### config.mk
export PLATFORM = sky130hd
export DESIGN_NAME = ser_regwin
export DESIGN_NICKNAME = d
export VERILOG_FILES = /design/src/rtl/ser_regwin_pkg.sv /design/src/rtl/ser_regwin_decode.sv /design/src/rtl/ser_regwin_store.sv /design/src/rtl/ser_regwin_rdmux.sv /design/src/rtl/ser_regwin.sv
export SDC_FILE = /design/constraint.sdc
export NUM_CORES = 1
export LEC_CHECK = 0
export ABC_AREA = 1
export CORE_MARGIN = 2
export CORE_UTILIZATION = 52
export DETAILED_ROUTE_END_ITERATION = 12
export PLACE_DENSITY_LB_ADDON = 0.3
export SLEW_MARGIN = 20
export SYNTH_ARGS = -nofsm -noshare
export SYNTH_HDL_FRONTEND = slang
export SYNTH_SLANG_ARGS = --single-unit
### constraint.sdc
create_clock -name clk_i -period 2.8 [get_ports clk_i]
set_input_delay 0.42 -clock clk_i [delete_from_list [all_inputs] [get_ports clk_i]]
set_output_delay 0.42 -clock clk_i [all_outputs]
set_load 0.02 [all_outputs]
### src/rtl/ser_regwin_pkg.sv
package ser_regwin_pkg;
  localparam int unsigned BYTE_W = 8;

  typedef enum logic [2:0] {
    IX_DATA  = 3'd0,
    IX_IEN   = 3'd1,
    IX_FIFO  = 3'd2,
    IX_LCTL  = 3'd3,
    IX_MCTL  = 3'd4,
    IX_LSTAT = 3'd5,
    IX_MSTAT = 3'd6,
    IX_SCR   = 3'd7
  } reg_ix_e;

  localparam int unsigned BANK_BIT  = 7;
  localparam int unsigned HOLD_BIT  = 5;
  localparam int unsigned IDLE_BIT  = 6;
  localparam int unsigned IEN_KEEP  = 4;
  localparam int unsigned MCTL_KEEP = 5;

  // keep the lowest n bits of a byte
  function automatic logic [BYTE_W-1:0] keep_low(input logic [BYTE_W-1:0] v,
                                                 input int unsigned n);
    logic [BYTE_W-1:0] m;
    for (int i = 0; i < BYTE_W; i++) m[i] = (i < n);
    return v & m;
  endfunction

  // status view: transmitter always idle
  function automatic logic [BYTE_W-1:0] status_view(input logic [BYTE_W-1:0] v);
    logic [BYTE_W-1:0] r;
    r = v;
    r[HOLD_BIT] = 1'b1;
    r[IDLE_BIT] = 1'b1;
    return r;
  endfunction

  // identification view: only the FIFO mode is reported
  function automatic logic [BYTE_W-1:0] ident_view(input logic fifo_on);
    return fifo_on ? 8'hC0 : 8'h00;
  endfunction
endpackage

### src/rtl/ser_regwin_decode.sv
module ser_regwin_decode
  import ser_regwin_pkg::*;
#(
  parameter int unsigned AW = 16
) (
  input  logic          req_i,
  input  logic          we_i,
  input  logic [AW-1:0] addr_i,
  input  logic          bank_i,
  output logic          misaligned_o,
  output reg_ix_e       ix_o,
  output logic [7:0]    wr_hot_o,
  output logic          wr_div_lo_o,
  output logic          wr_div_hi_o,
  output logic          rd_ok_o
);
  localparam int unsigned NREG = 8;

  logic acc_ok;
  logic wr_ok;

  assign misaligned_o = req_i && (addr_i[1:0] != 2'b00);
  assign ix_o         = reg_ix_e'(addr_i[4:2]);
  assign acc_ok       = req_i && !misaligned_o;
  assign wr_ok        = acc_ok && we_i;
  assign rd_ok_o      = acc_ok && !we_i;

  // divisor bank steals indices 0 and 1
  assign wr_div_lo_o  = wr_ok && bank_i && (ix_o == IX_DATA);
  assign wr_div_hi_o  = wr_ok && bank_i && (ix_o == IX_IEN);

  for (genvar g = 0; g < NREG; g++) begin : g_hot
    if (g < 2) begin : g_banked
      assign wr_hot_o[g] = wr_ok && !bank_i && (ix_o == reg_ix_e'(g));
    end else begin : g_plain
      assign wr_hot_o[g] = wr_ok && (ix_o == reg_ix_e'(g));
    end
  end

  logic unused_addr;
  if (AW > 5) begin : g_hi
    assign unused_addr = ^addr_i[AW-1:5];
  end else begin : g_nohi
    assign unused_addr = 1'b0;
  end
endmodule

### src/rtl/ser_regwin_store.sv
module ser_regwin_store
  import ser_regwin_pkg::*;
(
  input  logic              clk_i,
  input  logic              rst_ni,
  input  logic [7:0]        wr_hot_i,
  input  logic              wr_div_lo_i,
  input  logic              wr_div_hi_i,
  input  logic [BYTE_W-1:0] wbyte_i,
  output logic [BYTE_W-1:0] div_lo_o,
  output logic [BYTE_W-1:0] div_hi_o,
  output logic [BYTE_W-1:0] ien_o,
  output logic              fifo_on_o,
  output logic [BYTE_W-1:0] lctl_o,
  output logic [BYTE_W-1:0] mctl_o,
  output logic [BYTE_W-1:0] lstat_o,
  output logic [BYTE_W-1:0] mstat_o,
  output logic [BYTE_W-1:0] scr_o,
  output logic [BYTE_W-1:0] tx_data_o,
  output logic              tx_valid_o
);
  always_ff @(posedge clk_i) begin
    if (!rst_ni) begin
      div_lo_o   <= '0;
      div_hi_o   <= '0;
      ien_o      <= '0;
      fifo_on_o  <= 1'b0;
      lctl_o     <= '0;
      mctl_o     <= '0;
      lstat_o    <= '0;
      mstat_o    <= '0;
      scr_o      <= '0;
      tx_data_o  <= '0;
      tx_valid_o <= 1'b0;
    end else begin
      tx_valid_o <= wr_hot_i[IX_DATA];
      if (wr_hot_i[IX_DATA])  tx_data_o <= wbyte_i;
      if (wr_div_lo_i)        div_lo_o  <= wbyte_i;
      if (wr_div_hi_i)        div_hi_o  <= wbyte_i;
      if (wr_hot_i[IX_IEN])   ien_o     <= keep_low(wbyte_i, IEN_KEEP);
      if (wr_hot_i[IX_FIFO])  fifo_on_o <= wbyte_i[0];
      if (wr_hot_i[IX_LCTL])  lctl_o    <= wbyte_i;
      if (wr_hot_i[IX_MCTL])  mctl_o    <= keep_low(wbyte_i, MCTL_KEEP);
      if (wr_hot_i[IX_LSTAT]) lstat_o   <= wbyte_i;
      if (wr_hot_i[IX_MSTAT]) mstat_o   <= wbyte_i;
      if (wr_hot_i[IX_SCR])   scr_o     <= wbyte_i;
    end
  end


  ien_mask_chk: assert property (@(posedge clk_i) disable iff (!rst_ni)
    ien_o[7:4] == 4'h0);

  mctl_mask_chk: assert property (@(posedge clk_i) disable iff (!rst_ni)
    mctl_o[7:5] == 3'h0);

  div_no_tx_chk: assert property (@(posedge clk_i) disable iff (!rst_ni)
    (wr_div_lo_i || wr_div_hi_i) |=> !tx_valid_o);
endmodule

### src/rtl/ser_regwin_rdmux.sv
module ser_regwin_rdmux
  import ser_regwin_pkg::*;
(
  input  reg_ix_e           ix_i,
  input  logic              bank_i,
  input  logic [BYTE_W-1:0] div_lo_i,
  input  logic [BYTE_W-1:0] div_hi_i,
  input  logic [BYTE_W-1:0] ien_i,
  input  logic              fifo_on_i,
  input  logic [BYTE_W-1:0] lctl_i,
  input  logic [BYTE_W-1:0] mctl_i,
  input  logic [BYTE_W-1:0] lstat_i,
  input  logic [BYTE_W-1:0] mstat_i,
  input  logic [BYTE_W-1:0] scr_i,
  output logic [BYTE_W-1:0] rbyte_o
);
  always_comb begin
    unique case (ix_i)
      IX_DATA:  rbyte_o = bank_i ? div_lo_i : '0;
      IX_IEN:   rbyte_o = bank_i ? div_hi_i : ien_i;
      IX_FIFO:  rbyte_o = ident_view(fifo_on_i);
      IX_LCTL:  rbyte_o = lctl_i;
      IX_MCTL:  rbyte_o = mctl_i;
      IX_LSTAT: rbyte_o = status_view(lstat_i);
      IX_MSTAT: rbyte_o = mstat_i;
      IX_SCR:   rbyte_o = scr_i;
      default:  rbyte_o = '0;
    endcase
  end
endmodule

### src/rtl/ser_regwin.sv
module ser_regwin
  import ser_regwin_pkg::*;
#(
  parameter int unsigned AW = 16,
  parameter int unsigned DW = 32
) (
  input  logic          clk_i,
  input  logic          rst_ni,
  input  logic          req_i,
  input  logic          we_i,
  input  logic [AW-1:0] addr_i,
  input  logic [DW-1:0] wdata_i,
  output logic [DW-1:0] rdata_o,
  output logic          err_o,
  output logic          rsp_valid_o,
  output logic [7:0]    tx_data_o,
  output logic          tx_valid_o
);
  localparam int unsigned PAD_W = DW - BYTE_W;

  // named internal events
  logic              misaligned;
  reg_ix_e           ix;
  logic [7:0]        wr_hot;
  logic              wr_div_lo, wr_div_hi, rd_ok;
  logic [BYTE_W-1:0] div_lo, div_hi, ien, lctl, mctl, lstat, mstat, scr;
  logic              fifo_on;
  logic              bank;
  logic [BYTE_W-1:0] rbyte;
  logic [BYTE_W-1:0] wbyte;

  assign bank  = lctl[BANK_BIT];
  assign wbyte = wdata_i[BYTE_W-1:0];

  ser_regwin_decode #(.AW(AW)) u_dec (
    .req_i(req_i), .we_i(we_i), .addr_i(addr_i), .bank_i(bank),
    .misaligned_o(misaligned), .ix_o(ix), .wr_hot_o(wr_hot),
    .wr_div_lo_o(wr_div_lo), .wr_div_hi_o(wr_div_hi), .rd_ok_o(rd_ok)
  );

  ser_regwin_store u_st (
    .clk_i(clk_i), .rst_ni(rst_ni), .wr_hot_i(wr_hot),
    .wr_div_lo_i(wr_div_lo), .wr_div_hi_i(wr_div_hi), .wbyte_i(wbyte),
    .div_lo_o(div_lo), .div_hi_o(div_hi), .ien_o(ien), .fifo_on_o(fifo_on),
    .lctl_o(lctl), .mctl_o(mctl), .lstat_o(lstat), .mstat_o(mstat),
    .scr_o(scr), .tx_data_o(tx_data_o), .tx_valid_o(tx_valid_o)
  );

  ser_regwin_rdmux u_rd (
    .ix_i(ix), .bank_i(bank), .div_lo_i(div_lo), .div_hi_i(div_hi),
    .ien_i(ien), .fifo_on_i(fifo_on), .lctl_i(lctl), .mctl_i(mctl),
    .lstat_i(lstat), .mstat_i(mstat), .scr_i(scr), .rbyte_o(rbyte)
  );

  always_ff @(posedge clk_i) begin
    if (!rst_ni) begin
      rsp_valid_o <= 1'b0;
      err_o       <= 1'b0;
      rdata_o     <= '0;
    end else begin
      rsp_valid_o <= req_i;
      err_o       <= misaligned;
      rdata_o     <= rd_ok ? {{PAD_W{1'b0}}, rbyte} : '0;
    end
  end

  logic unused_wdata;
  assign unused_wdata = ^wdata_i[DW-1:BYTE_W];


  rsp_follow_chk: assert property (@(posedge clk_i) disable iff (!rst_ni)
    req_i |=> rsp_valid_o);

  rsp_idle_chk: assert property (@(posedge clk_i) disable iff (!rst_ni)
    !req_i |=> !rsp_valid_o);

  misalign_err_chk: assert property (@(posedge clk_i) disable iff (!rst_ni)
    (req_i && addr_i[1:0] != 2'b00) |=> err_o);

  misalign_keep_chk: assert property (@(posedge clk_i) disable iff (!rst_ni)
    (req_i && addr_i[1:0] != 2'b00) |=>
      ($stable(lctl) && $stable(scr) && $stable(ien) && $stable(div_lo)
       && $stable(fifo_on) && !tx_valid_o));

  tx_pulse_chk: assert property (@(posedge clk_i) disable iff (!rst_ni)
    (req_i && we_i && addr_i[4:0] == 5'd0 && !lctl[7]) |=>
      (tx_valid_o && tx_data_o == $past(wdata_i[7:0])));

  tx_cause_chk: assert property (@(posedge clk_i) disable iff (!rst_ni)
    tx_valid_o |-> $past(req_i && we_i));

  rdata_high_chk: assert property (@(posedge clk_i) disable iff (!rst_ni)
    rdata_o[DW-1:BYTE_W] == '0);
endmodule

# Yosys cells after proc, flatten, opt, wreduce, memory -nomap -nowiden
# Index checks and enable logic that the tools add are counted.
# word_totals
out_inout_bits	43
reg_bits	101
inputBits	52
wordCells	48
# classes
mux	4
n_eq_ne	7
reduce_logical	22
# op_table
operator	n
$pmux 8 s8	1
$mux 8	3
$logic_and 1x1->1	16
$eq 3x3->1 const B	4
$eq 3x2->1 const B	2
$eq 3x1->1 const B	1
$logic_not 1->1	3
$logic_not 3->1	1
$reduce_and 2->1	1
$reduce_bool 2->1	1

# Longest topological paths before layout
# Gate-level depths: netlist (run 1).
# depth
depth_word	7
depth_mapped	10
mapped_depth_nobuf	9

# Cells and area by module
# From an unflattened synthesis (run 1), not the netlist that was laid out.
# hier_totals
hier_cells	609
hier_area_um2	3853.7
# modules_own_cells
mod	area_per_inst_um2	seq_area_each_um2	cells_each	instances
ser_regwin_store	2547.4	1341.3	372	1
ser_regwin_rdmux	674.4	0.0	147	1
ser_regwin	465.4	200.2	56	1
ser_regwin_decode	166.4	0.0	34	1

# Worst setup path before layout (run 1)
# No wires, ideal clock.
# synth_path
kind	input to register
startpoint	input port addr_i[3]
endpoint	register u_st.tx_data_o[6]
slack_ns	1.335
arrival_ns	1.352
setup_time_ns	0.113
n_path_buf	2
required_time_ns	2.687
cell_stages	8
cell_sequence	buf_6 -> nor2_4 -> nand2_4 -> nor3_4 -> buf_6 -> nand2_1 -> nand2_1 -> nor2_1
# synth_via
elab_chain_len	2
# synth_rtl
item	line	text
start, declared	ser_regwin.sv:11	input logic [AW-1:0] addr_i,
$logic_not 3->1	ser_regwin_decode.sv:34	assign wr_hot_o[g] = wr_ok && !bank_i && (ix_o == reg_ix_e'(g));
$logic_and 1x1->1	ser_regwin_decode.sv:34	
end signal, assigned	ser_regwin_store.sv:37	if (wr_hot_i[IX_DATA]) tx_data_o <= wbyte_i;
end, declared	ser_regwin_store.sv:19	output logic [BYTE_W-1:0] tx_data_o,
# No other way between the ends.
# A chain may end at the register's enable or synchronous reset.

# Final worst setup path (run 1)
# layout_path
startpoint	input port addr_i[2]
endpoint	register u_st.ien_o[0]
# layout_via
elab_chain_len	2
# layout_rtl
item	line	text
$eq 3x1->1	ser_regwin_decode.sv:34	
$logic_and 1x1->1	ser_regwin_decode.sv:34	
end signal, assigned	ser_regwin_store.sv:40	if (wr_hot_i[IX_IEN]) ien_o <= keep_low(wbyte_i, IEN_KEEP);
end, declared	ser_regwin_store.sv:12	output logic [BYTE_W-1:0] ien_o,
# No other way between the ends.

==> out/metrics.cfg, run 1 <==
[outcome]
status=complete, no violations

[timing]
setup-violations-final=0
period_needed_ns=2.12
slew_headroom_pct=53.3
fmax_ghz=0.472
fin_skew_ns=0.00444
rsz0062_at_grt=false
hold_viol=0
period_share_pct=75.6
setup_tns_ns=0
slew_violations=0
worst_pin_slew_ns=0.695

[layout]
final_cell_mix=nand2_1, dfxtp_1, nor2_1, a21oi_1, o21ai_0
finalNetCount=559
stdcell_area_sq_um=4000
areaGrowthSynthToFinish_pct=13.5
layout-drive-gt1-share_pct=8.79
n_antenna_cell=0
seq_area_sq_um=1500
multi_input_area_sq_um=1650
fill_cells=588
layout_commonest_cell=nand2_1

[pwr]
power_density_nw_per_um2=548
vdd_drop_max_mv=0.514
power_frac_seq_pct=49.1
p_sw_share_pct=23.8
p_int_mw=1.67
p_clk_share_pct=42.9
comb_power_share_pct=8.0
p_leak_nw=1.77
netSwitchingPower_mw=0.521

[clocking]
clk_latency_ns=0.35
clockBufferDepth=2
tritoncts=done
cts-hold-fix-buffers=0
path_clk_slew_ns=0.08
cts_resized=0
cts_setup_buffers=0
cts_max_level=3
clock-root-buffer=clkbuf_8
cts.sinks=75
cts_buffers=9

[setup_path]
cp.required_ns=3.05
crit_start=addr_i[2]
crit_path_end=u_st.ien_o[0]$_SDFFE_PN0P_
r2r.worst_path.cells=5
critPathLaunchType=input pin
endpoint_kind=flop
regToRegEndpoint=u_st.div_lo_o[7]$_SDFFE_PN0P_
crit_path_max_fanout=10
r2r_setup_slack_ns=0.96
crit_type=in -> reg
rr_startpoint=u_st.lctl_o[7]$_SDFFE_PN0P_
crit_arrival_ns=2.37

[detailed_routing]
ant_nets=0
vias=3154
wire_per_inst_microns=14.3
initialDrtViolationCount=266
drtPass1Iterations=5
drc_errors=0
wirelength_mm=8.41
routed_via_density=5.35

[floorplanning]
fp.dieW_microns=86.3
die_y_microns=86.3
die_area_sq_um=7450
rows=29
ios=95
core_area_sq_um=6460
initial_core_util_pct=54.5

[global_routing]
groute.usage.overall_pct=23.4
grt_pass1_wl_mm=13.6
antenna_found_initial=0
gr-total-overflow=0
grt_max_degree=66
grt_pass1_vias=2869

[place]
hpwl_mm=5.54
gp_congestion=0.863
post_dp_cell_area_sq_um=3770
port_buffers=35

[synthesis]
ys_ff_latch=75
synth_cell_types=27
syn_avg_cell_area_sq_um=7.35
synthCells=479
netlist_area_sq_um=3520
ys_warn_count=0
ys_seq_area_share_pct=42.6

[hold_path]
hold_path_class=in -> reg
hold_start=rst_ni

[job]
maxCapViolations=0

[sequential cells by signal, indices dropped and copies added (netlist names), 4 cells and up]
signal          count
rdata_o             8
u_st.mctl_o         5
u_st.lctl_o         8
u_st.scr_o          8
u_st.mstat_o        8
u_st.div_hi_o       8
u_st.tx_data_o      8
u_st.lstat_o        6
u_st.div_lo_o       8
u_st.ien_o          4
[critical path, cell delays in order]
cell and delay, ns:
clkdlybuf4s50_1 0.79, buf_4 0.27, nand2_1 0.11, nor2_2 0.27
buf_4 0.23, nand3_1 0.11, nand2_1 0.10, nor2_1 0.05
[power by group through the flow]
stage	clock [mW]	sequential [mW]	combinational [mW]
detailed placement	0	1.10	0.173
global placement	0	1.10	0.170
floorplan	0	1.10	0.139
global route	0.986	1.08	0.190
CTS	0.949	1.08	0.173
finish	0.939	1.08	0.175
[metrics by stage]
step | power, mW | hold WS [ns] | setup WS, ns | instances | utilization (%)
floorplan | 1.24 | 0.440 | 1.34 | 502 | -
global placement | 1.27 | 0.451 | 0.412 | 573 | 58.3
detailed placement | 1.27 | 0.457 | 0.377 | 573 | 58.3
CTS | 2.20 | 0.350 | 0.741 | 589 | 61.9
global route | 2.25 | 0.370 | 0.569 | 589 | 61.9
finish | 2.19 | 0.354 | 0.683 | 589 | 61.9
[final cells by class]
type                       instances  share of cell area (%)
clock buffer                      12                    3.88
clock inverter                     4                    1.82
inverter                          28                    2.63
multi-input combinational        349                    41.4
sequential                        75                    37.6
tap                               77                    2.41
timing repair buffer              44                    10.3
[kinds of logic (layout without fill, tap and decap cells)]
kind of cell / Yosys count / in the layout / synth area share (%)
AO/OA/AOI/OAI: 77 / 77 / 11.0
buffers and inverters: 78 / 88 / 12.9
flip-flops: 75 / 75 / 42.6
other: 1 / 24 / 0.106
AND/OR/NAND/NOR: 248 / 248 / 33.4
[how the worst min path moves through the flow]
stage | to | slack [ns] | cells after the start
floorplan | u_st.div_hi_o[1]$_SDFFE_PN0P_ | 0.44 | 2
global placement | u_st.ien_o[0]$_SDFFE_PN0P_ | 0.45 | 2
detailed placement | u_st.ien_o[0]$_SDFFE_PN0P_ | 0.46 | 2
CTS | rsp_valid_o$_SDFF_PN0_ | 0.35 | 3
global route | rsp_valid_o$_SDFF_PN0_ | 0.37 | 3
finish | rsp_valid_o$_SDFF_PN0_ | 0.35 | 3
[per-layer routing]
layer	track usage (%)	share of wire (%)	up-vias
li1	-	-	1576
met1	30.2	44	1479
met2	39.9	49	90
met3	5.81	5.7	9
met4	5.54	1.0	0
met5	0	0	-
[Yosys cell counts]
cell type	n	share of area, %
buf_4	27	5.8
clkinv_1	4	0.43
inv_2	4	0.43
nor3_4	3	1.4
nor3_2	1	0.28
nand3_2	1	0.28
nor2_8	2	1.1
nor4_2	1	0.36
and2_1	1	0.18
dfxtp_1	75	43
buf_6	7	2.2
nand4_1	28	5.0
nand2_1	101	11
a21oi_1	38	5.4
o21ai_0	36	5.1
clkbuf_1	7	0.75
buf_1	3	0.32
nor2_2	3	0.53
buf_2	6	0.85
o21ai_1	2	0.28
nand3_1	28	4.0
a21boi_1	1	0.21
nor2_1	74	7.9
nor2_4	4	1.3
inv_1	20	2.1
nand2_4	1	0.32
conb_1	1	0.11
(Power assumes the default switching activity.)
==> run 2, diff against run 1 <==
--- a/config.mk
+++ b/config.mk
@@ -7,7 +7,7 @@
 export LEC_CHECK = 0
 export ABC_AREA = 1
 export CORE_MARGIN = 2
-export CORE_UTILIZATION = 52
+export CORE_UTILIZATION = 44
 export DETAILED_ROUTE_END_ITERATION = 12
 export PLACE_DENSITY_LB_ADDON = 0.3
 export SLEW_MARGIN = 20
==> constraint.sdc (replaced) <==
create_clock -name clk_i -period 1.7 [get_ports clk_i]
set_input_delay 0.255 -clock clk_i [delete_from_list [all_inputs] [get_ports clk_i]]
set_output_delay 0.255 -clock clk_i [all_outputs]
set_load 0.02 [all_outputs]
==> run 2 against run 1 <==
Against the previous run:
- final cell count is 10% higher
- utilization fell by 5.3 points
- cell area rose by 9.3%
- critical path depth shrank 7
- sequential share of layout area down 3.2 points
- routed wire length grew 1.7%
- worst hold slack worse by 0.13 ns
- die area rose by 17%
- first-iteration DRC count decreased by 12%
- via count grew 0.35%
- non-clock buffer count is 34 higher
- flip-flop and latch count is the same
- critical endpoint is now tx_data_o[0]
- largest cell class unchanged
- highest routed layer unchanged
==> out/metrics.cfg, run 2 (synthesis results as in run 1) <==
[layout]
seq_area_sq_um=1500
layout_commonest_cell=nand2_1
fill_cells=746
final_cell_mix=nand2_1, dfxtp_1, nor2_1, a21oi_1
n_antenna_cell=0
finalNetCount=593
layout.cells.non_filler=648
areaGrowthSynthToFinish_pct=24.0
layout-drive-gt1-share_pct=14.7
multi_input_area_sq_um=1650

[timing]
setup-violations-final=0
period_needed_ns=1.56
fmax_ghz=0.641
fin_skew_ns=0.0105
period_share_pct=91.7
rsz0062_at_grt=false
slew_violations=0
hold_viol=0

[hold_path]
hold_start=rst_ni
hold_path_class=in -> reg

[floorplanning]
rows=32
initial_core_util_pct=45.6
core_area_sq_um=7730
die_area_sq_um=8740
die_y_microns=93.5
fp.dieW_microns=93.5
ios=95

[global_routing]
groute.usage.overall_pct=20.5
grt_pass1_vias=2850
antenna_found_initial=0
grt_pass1_wl_mm=14.0
gr-total-overflow=0
grt_max_degree=66

[detailed_routing]
vias=3165
wirelength_mm=8.56
ant_nets=0
wire_per_inst_microns=13.2
drc_errors=0
initialDrtViolationCount=235
routed_via_density=4.88
drtPass1Iterations=5

[setup_path]
crit_type=reg -> out
cp.required_ns=1.44
crit_buf_inv=1
crit_arrival_ns=1.30
cp_top_family=buffers and inverters
crit_path_max_fanout=2
endpoint_kind=primary output
path_cells=clkdlybuf4s50_1
critPathLaunchType=flop
cp_slowest_cell=clkdlybuf4s50_1
rr_startpoint=u_st.lctl_o[7]$_SDFFE_PN0P_
crit_start=u_st.tx_data_o[0]$_SDFFE_PN0P_
max_stage_delay_ns=0.61

[clocking]
path_clk_slew_ns=0.08
cts_max_level=3
cts-hold-fix-buffers=0
cts_setup_buffers=0
clk_latency_ns=0.36
cts_buffers=9
clock-root-buffer=clkbuf_8
cts_resized=0
cts.sinks=75
clockBufferDepth=2
tritoncts=done

[place]
port_buffers=35
hpwl_mm=5.84
post-place-cells=632
gp_congestion=0.840

[pwr]
power.total_mw=3.67
vdd_drop_max_mv=0.590
power_density_nw_per_um2=839
p_leak_nw=1.98

[job]
maxCapViolations=0

[outcome]
status=complete, no violations

==> run 2: cell types whose count changed in the layout (fill, tap and decap cells not counted) <==
cell        previous run  this run
clkbuf_1               1         0
buf_4                  9        36
clkinv_2               1         3
clkinvlp_4             1         0
buf_12                 0         7
==> run 2: worst paths after layout <==
kind / end / slack (ns) / cells after the start
max: tx_data_o[0] / 0.14 / 1
min: rsp_valid_o$_SDFF_PN0_ / 0.22 / 3
max reg2reg: u_st.div_lo_o[4]$_SDFFE_PN0P_ / 0.38 / 6
min reg2reg: u_st.div_hi_o[2]$_SDFFE_PN0P_ / 0.48 / 2
==> run 2: power breakdown <==
group	switching, mW	internal [mW]
clock	0.647	0.899
sequential	0.00526	1.77
combinational	0.222	0.127
==> run 2: final cells by class <==
cell class                 instances  share of cell area, %
clock buffer                      11                   3.47
multi-input combinational        349                   37.8
clock inverter                     5                   1.72
inverter                          28                   2.41
timing repair buffer              78                   17.3
sequential                        75                   34.4
tap                              102                   2.92
==> run 2: worst min-delay path, delay by kind of cell <==
kind                   cells  cell delay, ns
buffers and inverters      2            0.19
AND/OR/NAND/NOR            1            0.10
==> run 2: routing by layer <==
metal	wire length, microns	global-route usage [%]	vias to the layer above
li1	-	-	1638
met1	3940	27.1	1419
met3	530	5.00	11
met5	0	0	-
met2	3930	32.8	97
met4	161	6.37	0
==> run 2: through the flow <==
step                      utilization (%)  hold slack [ns]  setup TNS, ns  cell area, sq um  worst slack [ns]
after floorplan                         -            0.375              0              3610             0.400
after global routing                 56.5            0.230              0              4370            0.0673
after global placement               53.6            0.453          -1.74              4140            -0.102
after CTS                            56.5            0.218              0              4370             0.123
after detailed placement             53.6            0.458          -3.10              4140            -0.133
final                                56.5            0.222              0              4370             0.141
